## src/rtl/acs_pkg.sv

```systemverilog
`timescale 1ns/1ps
package acs_pkg;

  typedef enum logic [1:0] {
    SZ_BYTE = 2'd0,
    SZ_WORD = 2'd1,
    SZ_LONG = 2'd2,
    SZ_RSVD = 2'd3
  } xfer_size_e;

  typedef enum logic [1:0] {
    ST_IDLE   = 2'd0,
    ST_ACCESS = 2'd1,
    ST_DONE   = 2'd2
  } ctl_state_e;

  localparam int WAIT_CNT_W = 4;
  localparam int BUS_LANES  = 4;

  // Expand a 3-bit long-range wait code: linear to 4, then steps of two.
  function automatic logic [WAIT_CNT_W-1:0] long_wait_code(input logic [2:0] code);
    logic [WAIT_CNT_W-1:0] r;
    case (code)
      3'd5:    r = 4'd6;
      3'd6:    r = 4'd8;
      3'd7:    r = 4'd10;
      default: r = {1'b0, code};
    endcase
    return r;
  endfunction

endpackage

```

## src/rtl/acs_area_decode.sv

```systemverilog
`timescale 1ns/1ps
module acs_area_decode #(
  parameter int SEL_W      = 3,
  parameter int FIRST_AREA = 3,
  parameter int NUM_AREAS  = 3
) (
  input  logic [SEL_W-1:0]     sel_field,
  output logic [NUM_AREAS-1:0] hit
);

  // One comparator per supported area; codes are consecutive from FIRST_AREA.
  for (genvar i = 0; i < NUM_AREAS; i++) begin : g_area
    localparam logic [SEL_W-1:0] CODE = SEL_W'(FIRST_AREA + i);
    assign hit[i] = (sel_field == CODE);
  end

endmodule

```

## src/rtl/acs_lane_gen.sv

```systemverilog
`timescale 1ns/1ps
module acs_lane_gen
  import acs_pkg::*;
#(
  parameter int LANES = BUS_LANES,
  localparam int OFF_W = $clog2(LANES)
) (
  input  logic [1:0]       size,
  input  logic [OFF_W-1:0] offs,
  input  logic [1:0]       port_w,
  output logic [LANES-1:0] lanes,
  output logic             fault
);

  logic [LANES-1:0] raw;
  logic             align_bad;
  logic             width_bad;

  always_comb begin
    raw       = '0;
    align_bad = 1'b0;
    unique case (size)
      SZ_BYTE: raw = LANES'(1) << offs;
      SZ_WORD: begin
        align_bad = offs[0];
        raw       = offs[1] ? LANES'(4'b1100) : LANES'(4'b0011);
      end
      SZ_LONG: begin
        align_bad = |offs;
        raw       = '1;
      end
      default: align_bad = 1'b1;
    endcase
  end

  // Port narrower than the access, or a reserved width code, refuses it.
  assign width_bad = (port_w == SZ_RSVD) || (size > port_w);
  assign fault     = align_bad || width_bad;
  assign lanes     = fault ? '0 : raw;

endmodule

```

## src/rtl/acs_wait_ctr.sv

```systemverilog
`timescale 1ns/1ps
module acs_wait_ctr #(
  parameter int CNT_W = 4
) (
  input  logic             clk,
  input  logic             rst_n,
  input  logic             load,
  input  logic [CNT_W-1:0] load_val,
  input  logic             step,
  output logic             zero
);

  logic [CNT_W-1:0] cnt;

  always_ff @(posedge clk or negedge rst_n) begin
    if (!rst_n)                  cnt <= '0;
    else if (load)               cnt <= load_val;
    else if (step && cnt != '0)  cnt <= cnt - 1'b1;
  end

  assign zero = (cnt == '0);

endmodule

```

## src/rtl/mem_area_csctl.sv

```systemverilog
`timescale 1ns/1ps
module mem_area_csctl
  import acs_pkg::*;
#(
  parameter int ADDR_W     = 32,
  parameter int SEL_LO     = 26,
  parameter int SEL_W      = 3,
  parameter int CARD_BIT   = 25,
  parameter int FIRST_AREA = 3
) (
  input  logic              clk,
  input  logic              rst_n,
  input  logic              req_valid,
  input  logic [ADDR_W-1:0] req_addr,
  input  logic              req_write,
  input  logic [1:0]        req_size,
  output logic              req_ready,
  output logic              req_err,
  input  logic [1:0]        cfg_wait3,
  input  logic [2:0]        cfg_wait4,
  input  logic [2:0]        cfg_wait5,
  input  logic [1:0]        cfg_width3,
  input  logic [1:0]        cfg_width4,
  input  logic [1:0]        cfg_width5,
  input  logic              cfg_card_en,
  output logic              cs_a3,
  output logic              cs_a4,
  output logic              cs_a5,
  output logic              rd_oe,
  output logic [3:0]        wr_lane,
  output logic              card_io
);

  localparam int NUM_AREAS = 3;
  localparam int CARD_IDX  = 2;
  localparam int SEL_HI    = SEL_LO + SEL_W - 1;
  localparam int OFF_W     = $clog2(BUS_LANES);

  // Address bits outside the area field, card bit and byte offset.
  logic unused_addr_bits;
  assign unused_addr_bits = ^{req_addr[ADDR_W-1:SEL_HI+1], req_addr[CARD_BIT-1:OFF_W]};

  // ---------------- decode ----------------
  logic [NUM_AREAS-1:0] hit;

  acs_area_decode #(
    .SEL_W     (SEL_W),
    .FIRST_AREA(FIRST_AREA),
    .NUM_AREAS (NUM_AREAS)
  ) u_dec (
    .sel_field(req_addr[SEL_HI:SEL_LO]),
    .hit      (hit)
  );

  // ---------------- per-area configuration ----------------
  logic [1:0]            port_w [NUM_AREAS];
  logic [WAIT_CNT_W-1:0] wait_n [NUM_AREAS];

  assign port_w[0] = cfg_width3;
  assign port_w[1] = cfg_width4;
  assign port_w[2] = cfg_width5;
  assign wait_n[0] = {2'b00, cfg_wait3};
  assign wait_n[1] = long_wait_code(cfg_wait4);
  assign wait_n[2] = long_wait_code(cfg_wait5);

  logic [1:0]            sel_port_w;
  logic [WAIT_CNT_W-1:0] sel_wait;

  always_comb begin
    sel_port_w = SZ_RSVD;
    sel_wait   = '0;
    for (int i = 0; i < NUM_AREAS; i++) begin
      if (hit[i]) begin
        sel_port_w = port_w[i];
        sel_wait   = wait_n[i];
      end
    end
  end

  // ---------------- byte lanes ----------------
  logic [BUS_LANES-1:0] lanes;
  logic                 lane_fault;

  acs_lane_gen #(.LANES(BUS_LANES)) u_lane (
    .size  (req_size),
    .offs  (req_addr[OFF_W-1:0]),
    .port_w(sel_port_w),
    .lanes (lanes),
    .fault (lane_fault)
  );

  // ---------------- control ----------------
  ctl_state_e           state;
  logic                 bad;
  logic                 take;
  logic                 wait_zero;
  logic [NUM_AREAS-1:0] cs_q;
  logic                 rd_q;
  logic [BUS_LANES-1:0] we_q;
  logic                 card_q;
  logic                 rdy_q;
  logic                 err_q;

  assign bad  = lane_fault || (hit == '0);
  assign take = (state == ST_IDLE) && req_valid;

  acs_wait_ctr #(.CNT_W(WAIT_CNT_W)) u_wait (
    .clk     (clk),
    .rst_n   (rst_n),
    .load    (take && !bad),
    .load_val(sel_wait),
    .step    (state == ST_ACCESS),
    .zero    (wait_zero)
  );

  always_ff @(posedge clk or negedge rst_n) begin
    if (!rst_n) begin
      state  <= ST_IDLE;
      cs_q   <= '0;
      rd_q   <= 1'b0;
      we_q   <= '0;
      card_q <= 1'b0;
      rdy_q  <= 1'b0;
      err_q  <= 1'b0;
    end else begin
      unique case (state)
        ST_IDLE: begin
          if (req_valid) begin
            if (bad) begin
              state <= ST_DONE;
              rdy_q <= 1'b1;
              err_q <= 1'b1;
            end else begin
              state  <= ST_ACCESS;
              cs_q   <= hit;
              rd_q   <= !req_write;
              we_q   <= req_write ? lanes : '0;
              card_q <= hit[CARD_IDX] & cfg_card_en & req_addr[CARD_BIT];
            end
          end
        end
        ST_ACCESS: begin
          if (wait_zero) begin
            state <= ST_DONE;
            rdy_q <= 1'b1;
          end
        end
        ST_DONE: begin
          state  <= ST_IDLE;
          cs_q   <= '0;
          rd_q   <= 1'b0;
          we_q   <= '0;
          card_q <= 1'b0;
          rdy_q  <= 1'b0;
          err_q  <= 1'b0;
        end
        default: state <= ST_IDLE;
      endcase
    end
  end

  assign cs_a3     = cs_q[0];
  assign cs_a4     = cs_q[1];
  assign cs_a5     = cs_q[CARD_IDX];
  assign rd_oe     = rd_q;
  assign wr_lane   = we_q;
  assign card_io   = card_q;
  assign req_ready = rdy_q;
  assign req_err   = err_q;

endmodule

```

## config.mk

```make
export PLATFORM = sky130hd
export DESIGN_NAME = mem_area_csctl
export DESIGN_NICKNAME = d
export VERILOG_FILES = /design/src/rtl/acs_pkg.sv /design/src/rtl/acs_area_decode.sv /design/src/rtl/acs_lane_gen.sv /design/src/rtl/acs_wait_ctr.sv /design/src/rtl/mem_area_csctl.sv
export SDC_FILE = /design/constraint.sdc
export NUM_CORES = 1
export LEC_CHECK = 0
export BUFFER_PORTS_ARGS = -buffer_cell sky130_fd_sc_hd__buf_2
export CAP_MARGIN = 5
export CORE_MARGIN = 5
export CORE_UTILIZATION = 30
export DETAILED_ROUTE_END_ITERATION = 6
export HOLD_SLACK_MARGIN = 0.12
export PLACE_DENSITY = 0.6
export REMOVE_ABC_BUFFERS = 1
export SLEW_MARGIN = 20
export SYNTH_ARGS = -nofsm -noshare
export SYNTH_HDL_FRONTEND = slang
export SYNTH_SLANG_ARGS = --single-unit
```

## constraint.sdc

```tcl
create_clock -name clk -period 2.33 [get_ports clk]
set_input_delay 0.466 -clock clk [delete_from_list [all_inputs] [get_ports clk]]
set_output_delay 0.466 -clock clk [all_outputs]
set_load 0.01 [all_outputs]
```

==> run_results.csv, run 1 <==
group,metric,value,unit
status,status,"completed",
sta,fin_setup_tns,0,ps
sta,period_share,91.0,%
power_and_ir_drop,power_leakage,0.686,nW
power_and_ir_drop,switching_share,35.0,%
placed_design,hpwl,2.04,mm
grt,grt_max_degree,18,
layout,seq_area,425,µm²
power_and_ir_drop,p_switching,324,µW
layout,multi_input_area,597,µm²
power_and_ir_drop,sequentialPowerShare,45.9,%
sta,hold_ws,459,ps
power_and_ir_drop,power.density,652,nW/µm²
clock_network,cts_resized,0,
setup_path,timing.rr.start,"state[1]",
routing,drt_first_pass_iters,3,
setup_path,worst_setup_startpoint,"req_addr[28]",
clock_network,cts_max_level,1,
hold_path,hold_path.startpoint,"req_valid",
layout,fin_nets,212,
grt,grt_first_pass_wirelength,4.22,mm
sta,final.min_clock_period,2120,ps
clock_network,cts_inserted_buffers,3,
routing,remaining_drc_errors,0,
grt,grt_usage,10.3,%
synthesis,netlist-cell-type-count,32,
synthesis,mappedNetlistArea,1090,µm²
setup_path,timing.reg2reg.setup_slack,680,ps
placed_design,io_buffers,37,
setup_path,reg2reg_depth,5,
clock_network,clk_latency,290,ps
synthesis,primary_flip_flop_cell_chosen_by_synthesis_mapping,"sky130_fd_sc_hd__dfrtp_1",
hold_path,worst_hold_path.num_cells,3,
clock_network,cts_tree,"yes",
synthesis,synth_enable_flop_cells,0,
power_and_ir_drop,comb_power_share,37.5,%
layout,post_route_cells_drive_above_1_share,35.5,%
clock_network,clk_root_buffer_cell,"sky130_fd_sc_hd__clkbuf_4",
synthesis,yosys_warnings,0,
power_and_ir_drop,power.internal,601,µW
floorplanning,die-area,4920,µm²
grt,antenna_found_initial,0,
setup_path,reg2reg_to,"u_wait.cnt[2]",
layout,diode_insertion_count_for_antenna_repair,0,
sta,max_freq,472,MHz
clock_network,clock-sinks,17,
placed_design,place_ws,-119,ps
sta,unrepaired_setup_endpoints_after_global_routing,"false",
floorplanning,floorplan.initialDensity,31.8,%
setup_path,crit_arrival,2290,ps
sta,postLayoutSetupSlackWorst,211,ps
sta,timing_hold_violations_final,0,
sta,slew_violations,0,
floorplanning,num_io_pins,64,
setup_path,critPathKind,"in -> reg",
sta,clock_skew,9.23,ps
grt,total_congestion_overflow_after_global_routing,0,
layout,flow.area_growth_from_synthesis,30.6,%
layout,commonest_cells_after_routing_fill_and_taps_aside,"37 x sky130_fd_sc_hd__buf_2, 17 x sky130_fd_sc_hd__dfrtp_1, 10 x sky130_fd_sc_hd__nand2_1",
setup_path,start_kind,"primary input",
synthesis,sequential_cell_area_fraction_in_the_yosys_report,39.2,%
power_and_ir_drop,design_power_total,925,µW
synthesis,post_synth_inst_count,107,
setup_path,data_required_critical_path,2500,ps
routing,wirelength,2.43,mm
setup_path,crit_path_cell_trace,"buf_2 -> nor2b_1 -> buf_4 -> o2bb2ai_2 -> inv_1 -> ha_1 -> nand2_1 -> o21ai_1 -> o221ai_4 -> o22a_1 -> a22o_1",
clock_network,clkSlewWorstSetupHoldPaths,100,ps
sta,worst_tran_pin_value,571,ps
synthesis,synth.avg_cell_area,10.1,µm²
setup_path,critical_path.max_fanout,9,
placed_design,place.gp.congestion,0.746,
routing,wl_per_cell,12.1,µm
routing,initialDrtViolationCount,27,
floorplanning,floorplan.die.height,70.2,µm
synthesis,asyncSetResetFlopFracSynth,100,%
sta,report.final.setup_viol,0,
layout,n_fill_cell,353,
layout,layout.cells.most_common,"sky130_fd_sc_hd__buf_2",
routing,route.vias.total,957,
floorplanning,core_region_area,3420,µm²
run,max-cap-violations,0,
grt,first_global_vias,1005,
setup_path,crit_path_max_incr_delay,320,ps
sta,slew_headroom,61.9,%
routing,ant_nets,0,
synthesis,yosys_register_bits,17,
hold_path,hold_class,"in -> reg",
setup_path,crit_path_end_kind,"flop",
routing,route.detailed.vias_per_inst,4.76,
floorplanning,chipWidth,70.2,µm
hold_path,min_delay_worst_endpoint,"req_ready",
floorplanning,num_rows,21,
power_and_ir_drop,clock_power_share,16.6,%
setup_path,worst_path_max_delay_cell,"sky130_fd_sc_hd__o22a_1",
clock_network,max-clock-path-buffers,2,
power_and_ir_drop,ir_drop,342,µV
worst max-delay path: cells and delay by family:
family / cells / cell delay (ps)
AOI/OAI and AO/OA: 5 / 990
adders and majority gates: 1 / 260
and+or+nand+nor: 2 / 280
buffers and inverters: 3 / 310
state kept, by name, summed over array words and instances (netlist names):
register,cells
req_ready,1
card_io,1
req_err,1
u_wait.cnt,4
rd_oe,1
state,2
cs_q,3
wr_lane,4
power by group through the flow:
stage	Clock [mW]	Combinational [mW]	Sequential (mW)
after global placement	0	0.334	0.430
after CTS	0.161	0.351	0.427
final	0.153	0.347	0.425
after global routing	0.172	0.394	0.438
after detailed placement	0	0.347	0.433
after floorplan	0	0.208	0.437
routing by layer:
metal	up-vias	GRT usage [%]	wire length (µm)
met1	441	12.8	1100
li1	489	-	-
met4	0	1.91	11
met2	25	17.2	1160
met5	-	0	0
met3	2	3.87	157
cells by family after synthesis:
group / after synthesis / share of synthesized area (%)
and+or+nand+nor: 33 / 17.2
AOI/OAI and AO/OA: 31 / 24.5
DFF: 17 / 39.2
buffers and inverters: 12 / 5.88
muxes: 8 / 7.37
xor gates and xnor gates: 3 / 2.42
adders and majority gates: 3 / 3.46
what timing repair did:
action | in CTS | in global routing
hold buffers | 1 | 0
endpoints found under the hold margin | 17 | 0
buffers inserted | 0 | 0
final cells by class:
cell class / count / area share, %
Timing Repair Buffer: 48 / 19.9
Multi-Input combinational cell: 78 / 42.1
Tap cell: 46 / 4.06
Sequential cell: 17 / 30.0
Inverter: 8 / 2.12
Clock buffer: 4 / 1.85
through the flow:
stage                     area, µm²  std cells  util (%)
after detailed placement       1380        196      40.5
after global routing           1420        201      41.5
final                          1420        201      41.5
after CTS                      1420        201      41.5
after floorplan                1050        103         -
after global placement         1380        196      40.5
cells in the mapped netlist (2+ instances only):
master	n	area share [%]
sky130_fd_sc_hd__a21oi_1	4	1.8
sky130_fd_sc_hd__mux2i_1	8	7.4
sky130_fd_sc_hd__o2bb2ai_2	2	2.8
sky130_fd_sc_hd__o21ai_0	5	2.3
sky130_fd_sc_hd__nor3b_1	2	1.4
sky130_fd_sc_hd__nand2b_1	3	1.7
sky130_fd_sc_hd__nor2b_1	5	2.9
sky130_fd_sc_hd__nor3_1	2	0.92
sky130_fd_sc_hd__nand3_1	2	0.92
sky130_fd_sc_hd__a32o_1	7	6.5
sky130_fd_sc_hd__buf_6	2	2.1
sky130_fd_sc_hd__nor2_1	4	1.4
sky130_fd_sc_hd__nand2_1	10	3.5
sky130_fd_sc_hd__o22a_1	2	1.6
sky130_fd_sc_hd__o21bai_1	4	2.8
sky130_fd_sc_hd__inv_1	8	2.8
sky130_fd_sc_hd__ha_1	3	3.5
sky130_fd_sc_hd__a22o_1	3	2.4
sky130_fd_sc_hd__xor2_1	2	1.6
sky130_fd_sc_hd__dfrtp_1	17	39
worst max path at each step:
stage / endpoint / slack [ps] / depth (start not counted)
after floorplan: u_wait.cnt[0] / -190 / 8
after global placement: card_io / -70 / 11
after global routing: card_io / 50 / 11
final: card_io / 210 / 11
after detailed placement: card_io / -120 / 11
after CTS: card_io / 210 / 11
Power figures use the tool's default switching activity.
==> run 2, diff against run 1 <==
--- a/config.mk
+++ b/config.mk
@@ -7,11 +7,13 @@
 export LEC_CHECK = 0
 export BUFFER_PORTS_ARGS = -buffer_cell sky130_fd_sc_hd__buf_2
 export CAP_MARGIN = 5
+export CELL_PAD_IN_SITES_DETAIL_PLACEMENT = 2
+export CELL_PAD_IN_SITES_GLOBAL_PLACEMENT = 2
 export CORE_MARGIN = 5
-export CORE_UTILIZATION = 30
+export CORE_UTILIZATION = 26
 export DETAILED_ROUTE_END_ITERATION = 6
 export HOLD_SLACK_MARGIN = 0.12
-export PLACE_DENSITY = 0.6
+export PLACE_DENSITY = 0.86
 export REMOVE_ABC_BUFFERS = 1
 export SLEW_MARGIN = 20
 export SYNTH_ARGS = -nofsm -noshare
==> run 2 against run 1 <==
Combinational power increased by 8.4%. Die area increased by 13%. Global-route usage increased by 3.8 points. Maximum frequency decreased by 1.4%. Utilization decreased by 5.9 points. Clock-buffer cell count decreased by 1. Register-to-register slack got worse by 170 ps. First-iteration DRC count increased by 63%. Setup slack got worse by 29 ps. Cell count increased by 1.5%. Critical path type unchanged.
==> run_results.csv, run 2 (synthesized netlist as in run 1, its figures left out) <==
group,metric,value,unit
status,status,"completed",
clock_network,clk_latency,260,ps
routing,remaining_drc_errors,0,
routing,ant_nets,0,
grt,first_global_vias,1234,
sta,period_share,92.2,%
floorplanning,die-area,5570,µm²
sta,unrepaired_setup_endpoints_after_global_routing,"false",
floorplanning,core_region_area,4030,µm²
routing,route.vias.total,1008,
routing,route.detailed.vias_per_inst,4.94,
power_and_ir_drop,ir_drop,200,µV
power_and_ir_drop,switching_share,36.8,%
clock_network,cts_inserted_buffers,3,
power_and_ir_drop,sequentialPowerShare,41.5,%
clock_network,quantity_of_hold_fixing_buffers_added_after_cts,0,
floorplanning,num_rows,23,
sta,hold_ws,120,ps
layout,multi_input_area,601,µm²
layout,post_route_cells_drive_above_1_share,37.7,%
setup_path,crit_path_max_incr_delay,300,ps
power_and_ir_drop,power.density,722,nW/µm²
setup_path,crit_arrival,2290,ps
placed_design,io_buffers,37,
placed_design,place_ws,-198,ps
routing,drt_first_pass_iters,4,
power_and_ir_drop,power_leakage,0.693,nW
grt,grt_first_pass_wirelength,6.00,mm
layout,n_fill_cell,472,
floorplanning,chipWidth,74.6,µm
setup_path,start_kind,"primary input",
floorplanning,floorplan.initialDensity,27.0,%
placed_design,hpwl,2.90,mm
power_and_ir_drop,comb_power_share,36.2,%
grt,grt_usage,14.2,%
setup_path,crit_path_leading_delay_family,"compound AO/OA/AOI/OAI gates",
setup_path,reg2reg_depth,6,
floorplanning,num_io_pins,64,
routing,wl_per_cell,17.1,µm
run,max-cap-violations,0,
sta,timing_hold_violations_final,0,
power_and_ir_drop,power.internal,656,µW
layout,diode_insertion_count_for_antenna_repair,0,
sta,slew_headroom,54.7,%
clock_network,cts_setup_buffers,0,
floorplanning,floorplan.die.height,74.6,µm
hold_path,hold_class,"in -> async",
placed_design,place.gp.congestion,0.788,
setup_path,critPathKind,"in -> reg",
power_and_ir_drop,clock_power_share,22.3,%
routing,wirelength,3.49,mm
layout,layout.cells.most_common,"sky130_fd_sc_hd__buf_2",
clock_network,clkSlewWorstSetupHoldPaths,70,ps
sta,report.final.setup_viol,0,
clock_network,clk_root_buffer_cell,"sky130_fd_sc_hd__clkbuf_8",
grt,antenna_found_initial,0,
sta,max_freq,465,MHz
sta,slew_violations,0,
clock_network,cts_tree,"yes",
layout,commonest_cells_after_routing_fill_and_taps_aside,"37 x sky130_fd_sc_hd__buf_2, 17 x sky130_fd_sc_hd__dfrtp_1, 10 x sky130_fd_sc_hd__nand2_1",
grt,total_congestion_overflow_after_global_routing,0,
layout,fin_nets,211,
power_and_ir_drop,p_switching,382,µW
clock_network,clock-sinks,17,
routing,initialDrtViolationCount,44,
layout,flow.area_growth_from_synthesis,32.4,%
setup_path,timing.critical_path.depth,9,
clock_network,max-clock-path-buffers,2,
setup_path,crit_path_cell_trace,"buf_2 -> mux2i_1 -> o2bb2ai_2 -> ha_1 -> nor2b_1 -> o21ai_1 -> o221ai_4 -> o22a_2 -> a32o_1",
setup_path,crit_path_end_kind,"flop",
clock_network,cts_max_level,1,
grt,grt_max_degree,18,
setup_path,data_required_critical_path,2470,ps
sta,postLayoutSetupSlackWorst,181,ps
sta,clock_skew,6.27,ps
layout,seq_area,425,µm²
setup_path,worst_path_max_delay_cell,"sky130_fd_sc_hd__o22a_2",
sta,worst_tran_pin_value,679,ps
setup_path,critPathBufInv,1,
sta,final.min_clock_period,2150,ps
setup_path,critical_path.max_fanout,9,
## run 2: worst paths after layout
kind,from,endpoint,slack [ps]
min in group clk,wr_lane[0],wr_lane[0],500
max in group asynchronous,rst_n,wr_lane[2],1920
max reg2reg,u_wait.cnt[0],u_wait.cnt[3],510
min reg2reg,wr_lane[0],wr_lane[0],500
min,rst_n,state[0],120
max,req_addr[26],wr_lane[1],180
## run 2: final cells by class
class,instances,area share (%)
well taps,50,4.35
inverters,8,2.09
clock buffers,3,2.87
clock inverters,1,0.348
repair buffers,47,19.0
flip-flops and latches,17,29.6
multi-input cells,78,41.8
## run 2: routing by layer
| layer | global-route usage (%) | wire (µm) | part of all wire [%] |
|---|---|---|---|
| met3 | 1.60 | 122 | 3.5 |
| met5 | 0 | 0 | 0 |
| met2 | 28.1 | 1980 | 57 |
| met4 | 5.14 | 48 | 1.4 |
| met1 | 15.2 | 1340 | 38 |
## run 2: worst register-to-register path, cell delays in order (launching register included)
cell and delay [ps]:
sky130_fd_sc_hd__dfrtp_1 390, sky130_fd_sc_hd__inv_1 60, sky130_fd_sc_hd__ha_1 220, sky130_fd_sc_hd__a21oi_1 550
sky130_fd_sc_hd__nand2_1 140, sky130_fd_sc_hd__xor2_1 220, sky130_fd_sc_hd__mux2i_1 110
## run 2: through the flow
stage                     area, µm²  power (mW)  TNS [ps]  std cells  util (%)
after floorplan                1050       0.645     -2400        103         -
after global placement         1390       0.765      -520        200      34.4
after detailed placement       1390       0.812     -2070        200      34.4
after CTS                      1430        1.05         0        204      35.6
after global routing           1440        1.11         0        204      35.7
final                          1440        1.04         0        204      35.7
## run 2: repair_timing
item,4_1_cts,5_1_grt
gates resized for setup,0,2
endpoints found under the hold margin,0,0
endpoints found under the setup margin,0,11
## run 2: power groups by stage
stage	registers, mW	logic (mW)	clock network [mW]
global placement	0.431	0.334	0
detailed placement	0.439	0.374	0
global route	0.443	0.420	0.246
floorplan	0.437	0.208	0
CTS	0.434	0.383	0.233
finish	0.431	0.376	0.232
